==> src/rtl/chain_walk_pkg.sv <==
package chain_walk_pkg;

    localparam int WORD_W   = 32;
    localparam int LEN_W    = 8;
    localparam int LINK_W   = 24;
    localparam int STOP_BIT = 23;

    typedef enum logic [3:0] {
        ST_IDLE,
        ST_CHECK,
        ST_HDR_REQ,
        ST_HDR_WAIT,
        ST_PAY_REQ,
        ST_PAY_WAIT,
        ST_PAY_SEND,
        ST_NEXT,
        ST_DONE
    } walk_state_t;

endpackage

==> src/rtl/chain_hdr_split.sv <==
module chain_hdr_split
    import chain_walk_pkg::*;
(
    input  logic [WORD_W-1:0] hdr_word,
    output logic [LEN_W-1:0]  hdr_len,
    output logic [LINK_W-1:0] hdr_link
);
    // length in the top byte, next link in the low bits
    assign hdr_len  = hdr_word[WORD_W-1 -: LEN_W];
    assign hdr_link = hdr_word[LINK_W-1:0];
endmodule

==> src/rtl/chain_cost_acc.sv <==
module chain_cost_acc
    import chain_walk_pkg::*;
#(
    parameter int COST_W   = 32,
    parameter int OVERHEAD = 5
) (
    input  logic              clk,
    input  logic              rst_n,
    input  logic              clr,
    input  logic              add_en,
    input  logic [LEN_W-1:0]  add_len,
    output logic [COST_W-1:0] total
);
    always_ff @(posedge clk) begin
        if (!rst_n || clr) begin
            total <= '0;
        end else if (add_en) begin
            total <= total + COST_W'(OVERHEAD) + COST_W'(add_len);
        end
    end
endmodule

==> src/rtl/chain_loop_guard.sv <==
module chain_loop_guard #(
    parameter int LIMIT = 8192
) (
    input  logic clk,
    input  logic rst_n,
    input  logic clr,
    input  logic inc,
    output logic hit
);
    localparam int CNT_W = $clog2(LIMIT + 1);

    logic [CNT_W-1:0] nodes;

    always_ff @(posedge clk) begin
        if (!rst_n || clr) begin
            nodes <= '0;
        end else if (inc && !hit) begin
            nodes <= nodes + CNT_W'(1);
        end
    end

    assign hit = (nodes >= CNT_W'(LIMIT));
endmodule

==> src/rtl/chain_walker.sv <==
module chain_walker
    import chain_walk_pkg::*;
#(
    parameter int MEM_AW     = 21,
    parameter int LOOP_LIMIT = 8192,
    parameter int COST_W     = 32,
    parameter int OVERHEAD   = 5
) (
    input  logic              clk,
    input  logic              rst_n,
    input  logic              start,
    input  logic [31:0]       start_addr,
    output logic              mem_req_valid,
    input  logic              mem_req_ready,
    output logic [MEM_AW-1:0] mem_req_addr,
    input  logic              mem_rsp_valid,
    input  logic [WORD_W-1:0] mem_rsp_data,
    output logic              cmd_valid,
    input  logic              cmd_ready,
    output logic [WORD_W-1:0] cmd_data,
    output logic              busy,
    output logic              done,
    output logic              loop_hit,
    output logic [LINK_W-1:0] progress_addr,
    output logic [COST_W-1:0] cycle_cost
);
    localparam logic [MEM_AW-1:0] WORD_STEP = MEM_AW'(4);

    walk_state_t       st, nxt;
    logic [LINK_W-1:0] cur_addr;
    logic [LINK_W-1:0] next_addr;
    logic [MEM_AW-1:0] rd_addr;
    logic [LEN_W-1:0]  remain;
    logic [WORD_W-1:0] hold_word;
    logic [LEN_W-1:0]  hdr_len;
    logic [LINK_W-1:0] hdr_link;
    logic              guard_hit;
    logic              take_start;
    logic              hdr_take;
    logic [7:0]        unused_start_hi;

    assign unused_start_hi = start_addr[31:24];
    assign take_start = start && (st == ST_IDLE || st == ST_DONE);
    assign hdr_take   = (st == ST_HDR_WAIT) && mem_rsp_valid;

    chain_hdr_split u_split (
        .hdr_word (mem_rsp_data),
        .hdr_len  (hdr_len),
        .hdr_link (hdr_link)
    );

    chain_cost_acc #(.COST_W(COST_W), .OVERHEAD(OVERHEAD)) u_cost (
        .clk     (clk),
        .rst_n   (rst_n),
        .clr     (take_start),
        .add_en  (hdr_take),
        .add_len (hdr_len),
        .total   (cycle_cost)
    );

    chain_loop_guard #(.LIMIT(LOOP_LIMIT)) u_guard (
        .clk   (clk),
        .rst_n (rst_n),
        .clr   (take_start),
        .inc   (hdr_take),
        .hit   (guard_hit)
    );

    // state register
    always_ff @(posedge clk) begin
        if (!rst_n) st <= ST_IDLE;
        else        st <= nxt;
    end

    // next-state decision
    always_comb begin
        nxt = st;
        unique case (st)
            ST_IDLE, ST_DONE: if (start) nxt = ST_CHECK;
            ST_CHECK:    nxt = cur_addr[STOP_BIT] ? ST_DONE : ST_HDR_REQ;
            ST_HDR_REQ:  if (mem_req_ready) nxt = ST_HDR_WAIT;
            ST_HDR_WAIT: if (mem_rsp_valid) nxt = (hdr_len == '0) ? ST_NEXT : ST_PAY_REQ;
            ST_PAY_REQ:  if (mem_req_ready) nxt = ST_PAY_WAIT;
            ST_PAY_WAIT: if (mem_rsp_valid) nxt = ST_PAY_SEND;
            ST_PAY_SEND: if (cmd_ready) nxt = (remain == LEN_W'(1)) ? ST_NEXT : ST_PAY_REQ;
            ST_NEXT:     nxt = (guard_hit && !next_addr[STOP_BIT]) ? ST_DONE : ST_CHECK;
            default:     nxt = ST_IDLE;
        endcase
    end

    // outputs decoded from state
    always_comb begin
        mem_req_valid = (st == ST_HDR_REQ) || (st == ST_PAY_REQ);
        cmd_valid     = (st == ST_PAY_SEND);
        done          = (st == ST_DONE);
        busy          = (st != ST_IDLE) && (st != ST_DONE);
        mem_req_addr  = rd_addr;
        cmd_data      = hold_word;
    end

    // walk datapath
    always_ff @(posedge clk) begin
        if (!rst_n) begin
            cur_addr      <= '0;
            next_addr     <= '0;
            rd_addr       <= '0;
            remain        <= '0;
            hold_word     <= '0;
            loop_hit      <= 1'b0;
            progress_addr <= '0;
        end else begin
            if (take_start) begin
                cur_addr <= start_addr[LINK_W-1:0];
                loop_hit <= 1'b0;
            end
            if (st == ST_CHECK) begin
                rd_addr <= {cur_addr[MEM_AW-1:2], 2'b00};
                if (cur_addr[STOP_BIT]) progress_addr <= cur_addr;
            end
            if (hdr_take) begin
                next_addr <= hdr_link;
                remain    <= hdr_len;
                rd_addr   <= rd_addr + WORD_STEP;
            end
            if (st == ST_PAY_WAIT && mem_rsp_valid) begin
                hold_word <= mem_rsp_data;
            end
            if (st == ST_PAY_SEND && cmd_ready) begin
                remain  <= remain - LEN_W'(1);
                rd_addr <= rd_addr + WORD_STEP;
            end
            if (st == ST_NEXT) begin
                cur_addr <= next_addr;
                if (guard_hit && !next_addr[STOP_BIT]) begin
                    loop_hit      <= 1'b1;
                    progress_addr <= next_addr;
                end
            end
        end
    end
endmodule

==> config.mk <==
export PLATFORM = sky130hd
export DESIGN_NAME = chain_walker
export DESIGN_NICKNAME = d
export VERILOG_FILES = /design/src/rtl/chain_walk_pkg.sv /design/src/rtl/chain_hdr_split.sv /design/src/rtl/chain_cost_acc.sv /design/src/rtl/chain_loop_guard.sv /design/src/rtl/chain_walker.sv
export SDC_FILE = /design/constraint.sdc
export NUM_CORES = 1
export LEC_CHECK = 0
export ABC_AREA = 0
export BUFFER_PORTS_ARGS = -buffer_cell sky130_fd_sc_hd__buf_4
export CAP_MARGIN = 10
export CORE_UTILIZATION = 51
export CTS_BUF_LIST = sky130_fd_sc_hd__clkbuf_8
export CTS_CLUSTER_SIZE = 28
export DETAILED_ROUTE_END_ITERATION = 8
export GPL_ROUTABILITY_DRIVEN = 0
export GPL_TIMING_DRIVEN = 0
export HOLD_SLACK_MARGIN = 0.12
export PLACE_DENSITY = 0.78
export SLEW_MARGIN = 20
export SYNTH_ARGS = -nofsm -noshare
export SYNTH_HDL_FRONTEND = slang
export SYNTH_SLANG_ARGS = --single-unit
==> constraint.sdc <==
create_clock -name clk -period 3.2 [get_ports clk]
set_clock_uncertainty 0.2 [all_clocks]
set_input_delay 0.64 -clock clk [delete_from_list [all_inputs] [get_ports clk]]
set_output_delay 0.64 -clock clk [all_outputs]
set_load 0.1 [all_outputs]
==> implementation parameters <==
Parameter                              Value

Finish
  Net count reported at finish ... 1,350
  Share of post-route cells with drive strength above 1 ... 18.65%
  Commonest non-fill, non-tap cell in the layout ... nand2_1
  Number of inserted diodes ... 0
  Layout overhead on the synthesized area ... 22.96%
  Non-filler instance count after layout ... 1,487
  Commonest cells after routing, fill and taps aside ... 203 x nand2_1, 178 x dfxtp_1, 176 x buf_4

Synth
  Post-synth top flop ... dfxtp_1
  Mapped Avg Cell Area ... 8.023 um2
  Post-synthesis cell type with the largest combined area ... dfxtp_1
  Post-synth EDFFs ... 0
  Post-Synthesis Cells ... 1,065
  Distinct cells, synth ... 66
  Number of register bits inferred by synthesis ... 182
  Netlist area before placement ... 8544 um2
  Share of Yosys cell area claimed by the top area cell type ... 42.64%
  Sequential-to-total area share from yosys stat ... 42.64%
  Yosys Warn Count ... 0
  Cell types with the largest area share after synthesis ... dfxtp_1 43%, nand2_1 8.9%, a21oi_1 6.4%
  Share of async-settable or async-resettable flops after synthesis ... 0%

GRT
  Overall fraction of global-route tracks in use ... 28.85%
  Wire length of the first global-routing pass ... 39.72 mm
  Largest net degree at the start of global routing ... 18
  Total global routing overflow ... 0
  Number of antenna violations at the first check in global routing ... 0
  Via count of the first global-routing pass ... 7,670

Setup path
  Startpoint kind of the worst setup timing path ... flip-flop
  Setup crit end kind ... flip-flop
  Number of cell instances on the worst register-to-register path ... 9
  Path type of the worst setup path ... reg -> reg
  Biggest fanout along the worst timing path ... 10
  Critical Path RT ... 3.40 ns
  Worst endpoint data arrival time ... 3.15 ns

Clock tree
  Clock latency at the later pin of the worst-skew pair ... 0.47 ns
  CTS H-tree lvls ... 4
  Worst-case clock buffer depth ... 2
  Clock root cell ... clkbuf_8
  Number of buffers inserted during clock tree synthesis ... 17
  Total number of clock tree sinks ... 182
  Clock tree from TritonCTS ... done
  Hold buffers post-CTS ... 0
  Clock transition at the registers of the reported paths ... 0.10 ns

Timing
  Period Utilization, post-route ... 91.96%
  Post-Route Setup TNS ... 0 ns
  Count of final max-slew check failures ... 0
  Number of hold-slack violations in the final timing report ... 0
  Relative max-transition margin ... 48.47%
  RSZ-0062 raised after global routing ... no
  Worst-margin pin slew ... 0.7671 ns
  Min cycle time layout ... 2.943 ns
  Maximum clock frequency ... 339.8 MHz
  Setup violations, final ... 0

Detailed routing
  Number of nets still failing antenna checks after routing ... 0
  Post-DR vias/cell ... 5.748
  Via count ... 8,548
  First-pass iteration count of the detailed router ... 6
  Avg WL per Cell ... 17.02 um
  Post-route DRC violation count ... 0
  DRC violation total after the first TritonRoute iteration ... 801
  Total wire length after detailed routing ... 25.32 mm

Flow run
  Number of max-capacitance violations reported ... 0

Placed design
  Detailed Place HPWL ... 19.13 mm
  Number of input and output port buffers inserted ... 173
  Placed cell count ... 1,455

Die
  # rows ... 46
  Area of the die ... 17,280 um2
  Die Wd ... 131.4 um
  CORE AREA ... 16,120 um2
  Number of top-level design ports ... 184
  Initial cell density of the core ... 53.02%
  Die span in y ... 131.4 um

Power and ir drop
  Worst voltage drop across the vdd grid ... 0.3100 mV
  Power per Cell Area ... 540.1 nW/um2
  Reported leakage power ... 0.004073 uW

Hold path
  Min-Delay Path Class ... in -> reg
  Depth of the worst hold-timing path ... 3

Outcome
  Outcome ... completed
-- through the flow --
step	hold WS [ns]	utilization (%)	worst slack [ns]	total power, uW	instance area [um2]
CTS	0.1949	65.13	0.01939	5656	10500
floorplan	0.2447	-	0.01261	3736	8558
global placement	0.2424	62.84	-0.3687	4192	10130
finish	0.2150	65.19	0.2573	5674	10510
detailed placement	0.2509	62.84	-0.4166	4207	10130
global route	0.1925	65.19	0.07883	5905	10510
-- what timing repair did --
| item | 4_1_cts | 5_1_grt |
|---|---|---|
| buffers inserted | 0 | 0 |
| gates resized for setup | 0 | 2 |
| endpoints found under the setup margin | 0 | 8 |
-- critical path, stage by stage (launching register included) --
cell and delay [ns]:
dfxtp_2 0.35, ha_1 0.27, ha_1 0.16, inv_1 0.05
fa_1 0.37, nand2b_1 0.22, a21oi_2 0.45, o211ai_2 0.26
or3_1 0.40, a21oi_1 0.14
-- layer usage --
layer,track usage (%),wire (um),vias to the layer above
met5,0,0,-
li1,-,-,4144
met3,7.022,2429,52
met4,10.47,638,0
met1,39.70,11220,3932
met2,43.62,11030,420
-- cells by family (layout without fill, tap and decap cells) --
family / Yosys count / in the layout / synth area share [%]
AOI/OAI and AO/OA: 254 / 254 / 19.37
DFF: 182 / 182 / 42.64
muxes: 30 / 30 / 3.529
other: 1 / 2 / 0.04389
adders and majority gates: 22 / 22 / 3.309
and+or+nand+nor: 455 / 455 / 24.28
buffers and inverters: 100 / 305 / 4.671
xor gates and xnor gates: 21 / 21 / 2.153
-- power breakdown --
group          total (uW)  switching (uW)  internal (uW)
combinational        1650            1180            461
sequential           2540             145           2400
clock                1490             907            579
total                5670            2240           3440
-- area by class of cell --
cell class | instances | area (um2)
Sequential cell | 182 | 3649
Timing Repair Buffer | 173 | 1299
Multi-Input combinational cell | 784 | 4521
Clock buffer | 18 | 247.7
Buffer | 72 | 294.0
Tap cell | 216 | 270.3
Inverter | 28 | 105.1
Fill cell | 1388 | 5609
Clock inverter | 14 | 121.4
-- worst paths after layout --
| kind | start | to | slack, ns |
|---|---|---|---|
| max | u_cost.total[1]$_SDFFE_PP0P_ | u_cost.total[31]$_SDFFE_PP0P_ | 0.26 |
| min | mem_rsp_data[0] | cmd_data[0]$_SDFFE_PN0P_ | 0.22 |
| max reg2reg | u_cost.total[1]$_SDFFE_PP0P_ | u_cost.total[31]$_SDFFE_PP0P_ | 0.26 |
| min reg2reg | cmd_data[15]$_SDFFE_PN0P_ | cmd_data[15]$_SDFFE_PN0P_ | 0.26 |
-- state kept, by name, summed over array words and instances (netlist names), 8 cells and up --
register	flops
remain	8
cur_addr	24
next_addr	24
cmd_data	32
u_guard.nodes	14
progress_addr	24
mem_req_addr	19
u_cost.total	32
-- synthesized netlist by cell type, types with 10 or more instances --
cell type	count
nand2_1	203
dfxtp_1	182
a21oi_1	109
nor2_1	104
clkbuf_1	55
nand3_1	54
mux2i_1	29
inv_1	27
a211oi_1	25
o21ai_0	25
a311oi_1	24
ha_1	21
xor2_1	17
nand4_1	16
nor3_1	16
o211ai_1	13
or3_1	13
a31oi_1	10
buf_2	10
(Power assumes the default switching activity.)
